<file path="src/rtl/lsa_pkg.sv">
package lsa_pkg;

  typedef enum logic [2:0] {
    ACC_NONE = 3'd0,
    ACC_LB   = 3'd1,
    ACC_LBU  = 3'd2,
    ACC_LH   = 3'd3,
    ACC_LW   = 3'd4,
    ACC_SB   = 3'd5,
    ACC_SH   = 3'd6,
    ACC_SW   = 3'd7
  } acc_e;

  typedef enum logic [1:0] {
    SZ_BYTE = 2'd0,
    SZ_HALF = 2'd1,
    SZ_WORD = 2'd2
  } size_e;

  typedef struct packed {
    logic  is_load;
    logic  is_store;
    logic  sign;
    size_e size;
  } acc_dec_t;

  function automatic acc_dec_t decode_acc(input acc_e a);
    acc_dec_t d;
    d = '{is_load: 1'b0, is_store: 1'b0, sign: 1'b0, size: SZ_WORD};
    case (a)
      ACC_LB:  d = '{is_load: 1'b1, is_store: 1'b0, sign: 1'b1, size: SZ_BYTE};
      ACC_LBU: d = '{is_load: 1'b1, is_store: 1'b0, sign: 1'b0, size: SZ_BYTE};
      ACC_LH:  d = '{is_load: 1'b1, is_store: 1'b0, sign: 1'b1, size: SZ_HALF};
      ACC_LW:  d = '{is_load: 1'b1, is_store: 1'b0, sign: 1'b0, size: SZ_WORD};
      ACC_SB:  d = '{is_load: 1'b0, is_store: 1'b1, sign: 1'b0, size: SZ_BYTE};
      ACC_SH:  d = '{is_load: 1'b0, is_store: 1'b1, sign: 1'b0, size: SZ_HALF};
      ACC_SW:  d = '{is_load: 1'b0, is_store: 1'b1, sign: 1'b0, size: SZ_WORD};
      default: d = '{is_load: 1'b0, is_store: 1'b0, sign: 1'b0, size: SZ_WORD};
    endcase
    return d;
  endfunction

endpackage

</file>
<file path="src/rtl/lsa_agen.sv">
module lsa_agen #(
  parameter int DATA_W = 32,
  parameter int DISP_W = 16
) (
  input  logic [DATA_W-1:0] base_i,
  input  logic [DISP_W-1:0] disp_i,
  output logic [DATA_W-1:0] ea_o
);

  localparam int SEXT_W = DATA_W - DISP_W;

  logic [DATA_W-1:0] disp_ext;

  assign disp_ext = {{SEXT_W{disp_i[DISP_W-1]}}, disp_i};
  assign ea_o     = base_i + disp_ext;

endmodule

</file>
<file path="src/rtl/lsa_lane_ctrl.sv">
module lsa_lane_ctrl
  import lsa_pkg::*;
#(
  parameter int LANES = 4,
  parameter int OFF_W = 2
) (
  input  logic             active_i,
  input  size_e            size_i,
  input  logic [OFF_W-1:0] off_i,
  output logic [LANES-1:0] be_o,
  output logic             misalign_o
);

  int span;

  always_comb begin
    case (size_i)
      SZ_BYTE: span = 1;
      SZ_HALF: span = 2;
      default: span = LANES;
    endcase
  end

  always_comb begin
    case (size_i)
      SZ_HALF: misalign_o = active_i & off_i[0];
      SZ_WORD: misalign_o = active_i & (|off_i);
      default: misalign_o = 1'b0;
    endcase
  end

  // lane k (offset k) is enable bit LANES-1-k: big-endian order
  always_comb begin
    for (int k = 0; k < LANES; k++) begin
      be_o[LANES-1-k] = active_i & ~misalign_o &
                        (k >= int'(off_i)) & (k < int'(off_i) + span);
    end
  end

endmodule

</file>
<file path="src/rtl/lsa_store_lane.sv">
module lsa_store_lane
  import lsa_pkg::*;
#(
  parameter int DATA_W = 32,
  parameter int LANES  = DATA_W / 8
) (
  input  size_e             size_i,
  input  logic [DATA_W-1:0] st_data_i,
  input  logic [LANES-1:0]  lane_en_i,
  output logic [DATA_W-1:0] wdata_o
);

  localparam int HALVES = LANES / 2;

  logic [DATA_W-1:0] repl;

  // replicate the source so every candidate lane already holds it
  always_comb begin
    case (size_i)
      SZ_BYTE: repl = {LANES{st_data_i[7:0]}};
      SZ_HALF: repl = {HALVES{st_data_i[15:0]}};
      default: repl = st_data_i;
    endcase
  end

  for (genvar j = 0; j < LANES; j++) begin : g_lane
    assign wdata_o[8*j +: 8] = lane_en_i[j] ? repl[8*j +: 8] : 8'h00;
  end

endmodule

</file>
<file path="src/rtl/lsa_load_ext.sv">
module lsa_load_ext
  import lsa_pkg::*;
#(
  parameter int DATA_W = 32,
  parameter int LANES  = DATA_W / 8,
  parameter int OFF_W  = $clog2(LANES)
) (
  input  logic [DATA_W-1:0] rdata_i,
  input  logic [OFF_W-1:0]  off_i,
  input  size_e             size_i,
  input  logic              sign_i,
  output logic [DATA_W-1:0] data_o
);

  localparam int HALVES = LANES / 2;

  logic [7:0]  byte_lane [LANES];
  logic [15:0] half_lane [HALVES];
  logic [7:0]  sel_b;
  logic [15:0] sel_h;

  for (genvar k = 0; k < LANES; k++) begin : g_byte
    assign byte_lane[k] = rdata_i[DATA_W-1-8*k -: 8];
  end

  for (genvar h = 0; h < HALVES; h++) begin : g_half
    assign half_lane[h] = rdata_i[DATA_W-1-16*h -: 16];
  end

  assign sel_b = byte_lane[off_i];
  assign sel_h = half_lane[off_i[OFF_W-1:1]];

  always_comb begin
    case (size_i)
      SZ_BYTE: data_o = {{(DATA_W-8){sign_i & sel_b[7]}}, sel_b};
      SZ_HALF: data_o = {{(DATA_W-16){sel_h[15]}}, sel_h};
      default: data_o = rdata_i;
    endcase
  end

endmodule

</file>
<file path="src/rtl/lsa_lane_aligner.sv">
module lsa_lane_aligner
  import lsa_pkg::*;
#(
  parameter int DATA_W = 32,
  parameter int DISP_W = 16,
  localparam int LANES = DATA_W / 8,
  localparam int OFF_W = $clog2(LANES),
  localparam int WADR_W = DATA_W - OFF_W
) (
  input  logic              clk_i,
  input  logic              rst_ni,
  input  logic [2:0]        acc_i,
  input  logic [DATA_W-1:0] base_i,
  input  logic [DISP_W-1:0] disp_i,
  input  logic [DATA_W-1:0] st_data_i,
  output logic [WADR_W-1:0] mem_addr_o,
  output logic [LANES-1:0]  mem_be_o,
  output logic              mem_we_o,
  output logic              mem_re_o,
  output logic [DATA_W-1:0] mem_wdata_o,
  output logic              misalign_o,
  input  logic [DATA_W-1:0] mem_rdata_i,
  output logic [DATA_W-1:0] ld_data_o,
  output logic              ld_valid_o
);

  acc_dec_t          dec;
  logic [DATA_W-1:0] ea;
  logic [OFF_W-1:0]  off;
  logic              active;
  logic              mis;
  logic [LANES-1:0]  be;
  logic [LANES-1:0]  st_lanes;
  logic [DATA_W-1:0] ext_data;

  logic              ld_pend_q;
  logic [OFF_W-1:0]  ld_off_q;
  size_e             ld_size_q;
  logic              ld_sign_q;

  assign dec    = decode_acc(acc_e'(acc_i));
  assign active = dec.is_load | dec.is_store;

  lsa_agen #(
    .DATA_W(DATA_W),
    .DISP_W(DISP_W)
  ) i_agen (
    .base_i(base_i),
    .disp_i(disp_i),
    .ea_o  (ea)
  );

  assign off        = ea[OFF_W-1:0];
  assign mem_addr_o = ea[DATA_W-1:OFF_W];

  lsa_lane_ctrl #(
    .LANES(LANES),
    .OFF_W(OFF_W)
  ) i_lane_ctrl (
    .active_i  (active),
    .size_i    (dec.size),
    .off_i     (off),
    .be_o      (be),
    .misalign_o(mis)
  );

  assign mem_be_o   = be;
  assign misalign_o = mis;
  assign mem_we_o   = dec.is_store & ~mis;
  assign mem_re_o   = dec.is_load & ~mis;
  assign st_lanes   = be & {LANES{dec.is_store}};

  lsa_store_lane #(
    .DATA_W(DATA_W),
    .LANES (LANES)
  ) i_store_lane (
    .size_i   (dec.size),
    .st_data_i(st_data_i),
    .lane_en_i(st_lanes),
    .wdata_o  (mem_wdata_o)
  );

  // load attributes wait one cycle for the memory word
  always_ff @(posedge clk_i or negedge rst_ni) begin
    if (!rst_ni) begin
      ld_pend_q <= 1'b0;
      ld_off_q  <= '0;
      ld_size_q <= SZ_WORD;
      ld_sign_q <= 1'b0;
    end else begin
      ld_pend_q <= mem_re_o;
      if (mem_re_o) begin
        ld_off_q  <= off;
        ld_size_q <= dec.size;
        ld_sign_q <= dec.sign;
      end
    end
  end

  lsa_load_ext #(
    .DATA_W(DATA_W),
    .LANES (LANES),
    .OFF_W (OFF_W)
  ) i_load_ext (
    .rdata_i(mem_rdata_i),
    .off_i  (ld_off_q),
    .size_i (ld_size_q),
    .sign_i (ld_sign_q),
    .data_o (ext_data)
  );

  assign ld_valid_o = ld_pend_q;
  assign ld_data_o  = ld_pend_q ? ext_data : '0;

endmodule

</file>
<file path="config.mk">
export PLATFORM = sky130hd
export DESIGN_NAME = lsa_lane_aligner
export DESIGN_NICKNAME = d
export VERILOG_FILES = /design/src/rtl/lsa_pkg.sv /design/src/rtl/lsa_agen.sv /design/src/rtl/lsa_lane_ctrl.sv /design/src/rtl/lsa_store_lane.sv /design/src/rtl/lsa_load_ext.sv /design/src/rtl/lsa_lane_aligner.sv
export SDC_FILE = /design/constraint.sdc
export NUM_CORES = 1
export LEC_CHECK = 0
export CAP_MARGIN = 20
export CORE_MARGIN = 8
export CORE_UTILIZATION = 35
export CTS_CLUSTER_SIZE = 40
export DETAILED_ROUTE_END_ITERATION = 16
export GPL_ROUTABILITY_DRIVEN = 0
export PLACE_DENSITY = 0.85
export SETUP_SLACK_MARGIN = 0.02
export SYNTH_ARGS = -nofsm -noshare
export SYNTH_HDL_FRONTEND = slang
export SYNTH_SLANG_ARGS = --single-unit
</file>
<file path="constraint.sdc">
create_clock -name clk_i -period 9.2 [get_ports clk_i]
set_input_delay 1.84 -clock clk_i [delete_from_list [all_inputs] [get_ports clk_i]]
set_output_delay 1.84 -clock clk_i [all_outputs]
set_load 0.1 [all_outputs]
</file>
==> impl_metrics.sql <==
INSERT INTO impl_metrics (metric_group, metric, value, unit) VALUES
('synth', 'netlist_area', '3370', 'sq um'),
('floorplan', 'ioPinCount', '219', ''),
('worst_setup_path', 'worstSetupEndpointType', 'output pin', ''),
('worst_setup_path', 'criticalPathCategory', 'in -> out', ''),
('grt', 'largest_net_degree_at_the_start_of_global_routing', '31', ''),
('power', 'clockPowerShare', '3.7', '%'),
('sta', 'setup_skew_after_layout', '0', 'ps'),
('placement', 'hpwl', '12700', 'microns'),
('sta', 'final.min_clock_period', '7940', 'ps'),
('detailed_routing', 'drcViolationCount', '0', ''),
('layout', 'num-nets-final', '875', ''),
('job', 'max_cap_violations', '0', ''),
('floorplan', 'num_rows', '36', ''),
('sta', 'worst-slew-pin-transition', '1070', 'ps'),
('floorplan', 'core', '9550', 'sq um'),
('placement', 'number_of_instances_in_the_placed_design', '846', ''),
('cts', 'htree_num_levels', '1', ''),
('worst_setup_path', 'crit_required', '7360', 'ps'),
('worst_hold_path', 'timing.hold.worst_path_depth', '1', ''),
('detailed_routing', 'num_vias', '4612', ''),
('power', 'internal_power', '0.322', 'mW'),
('layout', 'drive_gt1_share', '2.51', '%'),
('floorplan', 'dieArea', '13000', 'sq um'),
('power', 'power_switching_share', '70.7', '%'),
('grt', 'grt.overflow.total', '0', ''),
('synth', 'synth_commonest_cells', '102 x sky130_fd_sc_hd__nand2_1, 79 x sky130_fd_sc_hd__a21oi_1, 44 x sky130_fd_sc_hd__o21ai_0, 37 x sky130_fd_sc_hd__ha_1, 35 x sky130_fd_sc_hd__inv_1', ''),
('power', 'power.sequential.fraction', '4.7', '%'),
('power', 'power_density', '200', 'nW/um^2'),
('synth', 'syn_area_per_cell', '6.19', 'sq um'),
('sta', 'fmaxAchievable', '0.126', 'GHz'),
('grt', 'wire_length_of_the_first_global_routing_pass', '22800', 'microns'),
('synth', 'dominantRegCellSynth', 'sky130_fd_sc_hd__dfrtp_1', ''),
('cts', 'cts_tree', 'built', ''),
('cts', 'cts_post_setup_buffers_inserted', '0', ''),
('layout', 'filler_cell_count', '871', ''),
('floorplan', 'start_util', '35.3', '%'),
('detailed_routing', 'drt_pass1_iterations', '5', ''),
('sta', 'fin_crit_sh', '86.3', '%'),
('synth', 'netlist_top_cells_area', 'sky130_fd_sc_hd__ha_1 14%, sky130_fd_sc_hd__a21oi_1 12%, sky130_fd_sc_hd__nand2_1 11%', ''),
('layout', 'final_util', '57.4', '%'),
('grt', 'grt_pass1_vias', '4544', ''),
('synth', 'ys_types', '51', ''),
('detailed_routing', 'vias_per_cell', '5.41', ''),
('synth', 'synth.ff_latch_count', '6', ''),
('sta', 'finalSetupTns', '0', 'ps'),
('worst_setup_path', 'worstPathMaxFanout', '12', ''),
('synth', 'mappedNetlistNets', '701', ''),
('detailed_routing', 'drt_iter0_drc', '303', ''),
('worst_hold_path', 'timing.hold.worst.class', 'reg -> reg', ''),
('cts', 'clock_path_buffers', '2', ''),
('worst_setup_path', 'worstPathArrival', '6100', 'ps'),
('layout', 'syn_to_final_growth', '62.6', '%'),
('synth', 'yosys.area.top_type_share', '13.7', '%'),
('cts', 'count_of_hold_buffers_inserted_by_post_cts_repair', '0', ''),
('sta', 'rsz0062_at_grt', 'false', ''),
('placement', 'io_buffers', '218', ''),
('power', 'power.static_leakage', '2.29', 'nW'),
('sta', 'hold_viol', '0', ''),
('detailed_routing', 'postRouteAntennaNets', '0', ''),
('synth', 'synth_enable_flop_cells', '0', ''),
('synth', 'async_flop_share', '100', '%'),
('floorplan', 'die-width', '114', 'microns'),
('layout', 'non_filler_cells_in_the_finished_layout', '852', ''),
('cts', 'cts.root.buffer_cell', 'sky130_fd_sc_hd__clkbuf_8', ''),
('sta', 'timing_max_transition_violations_final', '0', ''),
('cts', 'cts_inserted_buffers', '3', ''),
('power', 'combinational_power_share', '91.6', '%'),
('synth', 'synth_most_common_cell', 'sky130_fd_sc_hd__nand2_1', ''),
('run_status', 'result_of_the_run', 'complete, no violations', ''),
('floorplan', 'dieHeight', '114', 'microns'),
('synth', 'yosysTopAreaCell', 'sky130_fd_sc_hd__ha_1', '');
==> sequential cells by signal, indices dropped and copies added (netlist names) <==
register and cells:
ld_off_q 2, ld_size_q 2, ld_sign_q 1, ld_valid_o 1
==> worst max-delay path, cell delays in order <==
cell and delay [ps]:
sky130_fd_sc_hd__clkdlybuf4s50_1 690, sky130_fd_sc_hd__xor2_1 180, sky130_fd_sc_hd__nand2_1 130, sky130_fd_sc_hd__inv_1 90, sky130_fd_sc_hd__ha_1 390, sky130_fd_sc_hd__inv_1 150
sky130_fd_sc_hd__fa_1 530, sky130_fd_sc_hd__nand2b_1 180, sky130_fd_sc_hd__a221oi_2 290, sky130_fd_sc_hd__nand2_1 250, sky130_fd_sc_hd__a21oi_1 220, sky130_fd_sc_hd__clkdlybuf4s50_1 1170
==> cell families (layout without fill, tap and decap cells) <==
family,Yosys count,count (layout),synth area share (%)
xor gates and xnor gates,29,29,7.53
muxes,2,2,0.593
adders and majority gates,39,39,14.9
buffers and inverters,85,258,12.9
and+or+nand+nor,197,197,26.4
AOI/OAI and AO/OA,187,187,33.1
DFF,6,6,4.49
other,0,1,0
==> path summary, 6_finish.rpt <==
check                      slack [ps]             end          from
hold / removal                    550       ld_sign_q     ld_sign_q
setup reg to reg                 7920    ld_size_q[1]  ld_size_q[1]
hold reg to reg                   550       ld_sign_q     ld_sign_q
setup / recovery                 1260  mem_wdata_o[9]      acc_i[2]
min in group asynchronous        1860      ld_valid_o        rst_ni
max in group asynchronous        7070    ld_size_q[1]        rst_ni
==> layout by cell type, fill, tap and decap left out, types with 14 or more instances in the layout <==
cell type / instances
sky130_fd_sc_hd__and2_1: 17
sky130_fd_sc_hd__nor2_1: 26
sky130_fd_sc_hd__a21oi_1: 79
sky130_fd_sc_hd__inv_1: 35
sky130_fd_sc_hd__ha_1: 37
sky130_fd_sc_hd__clkdlybuf4s50_1: 218
sky130_fd_sc_hd__a21o_1: 14
sky130_fd_sc_hd__o21ai_0: 44
sky130_fd_sc_hd__nand2_1: 102
sky130_fd_sc_hd__nor3_1: 14
sky130_fd_sc_hd__xnor2_1: 21
==> layout make-up <==
type / instances / area (sq um) / share of cell area (%)
tap: 133 / 166 / 3.03
antenna: 1 / 2.50 / 0.0456
clock buffer: 4 / 45.0 / 0.821
timing repair buffer: 219 / 2190 / 39.9
sequential: 6 / 151 / 2.76
inverter: 35 / 131 / 2.40
multi-input combinational: 454 / 2800 / 51.0
==> routing by layer <==
layer  global-route usage [%]  vias to the layer above  share of wire [%]
met5                        0                        -                  0
met4                     7.28                        0                3.0
met3                     5.91                       32                9.5
met2                     38.5                      229                 49
met1                     23.2                     2116                 39
li1                         -                     2235                  -
==> power by group through the flow <==
stage | sequential (mW) | clock [mW] | combinational [mW]
after floorplan | 0.0396 | 0 | 0.802
after CTS | 0.0506 | 0.0417 | 1.00
after detailed placement | 0.0511 | 0 | 1.00
final | 0.0513 | 0.0406 | 1.01
after global placement | 0.0503 | 0 | 0.992
after global routing | 0.0533 | 0.0431 | 1.05
==> stage by stage <==
step	power [mW]	hold WS [ps]	area (sq um)	setup WS (ps)
2_1_floorplan	0.842	474	3390	207
3_3_place_gp	1.04	527	5430	1510
3_5_place_dp	1.05	537	5430	1310
4_1_cts	1.10	547	5470	1300
5_1_grt	1.14	574	5480	1050
6_report	1.10	547	5480	1260
No activity file was read; power rests on OpenSTA's default activity.
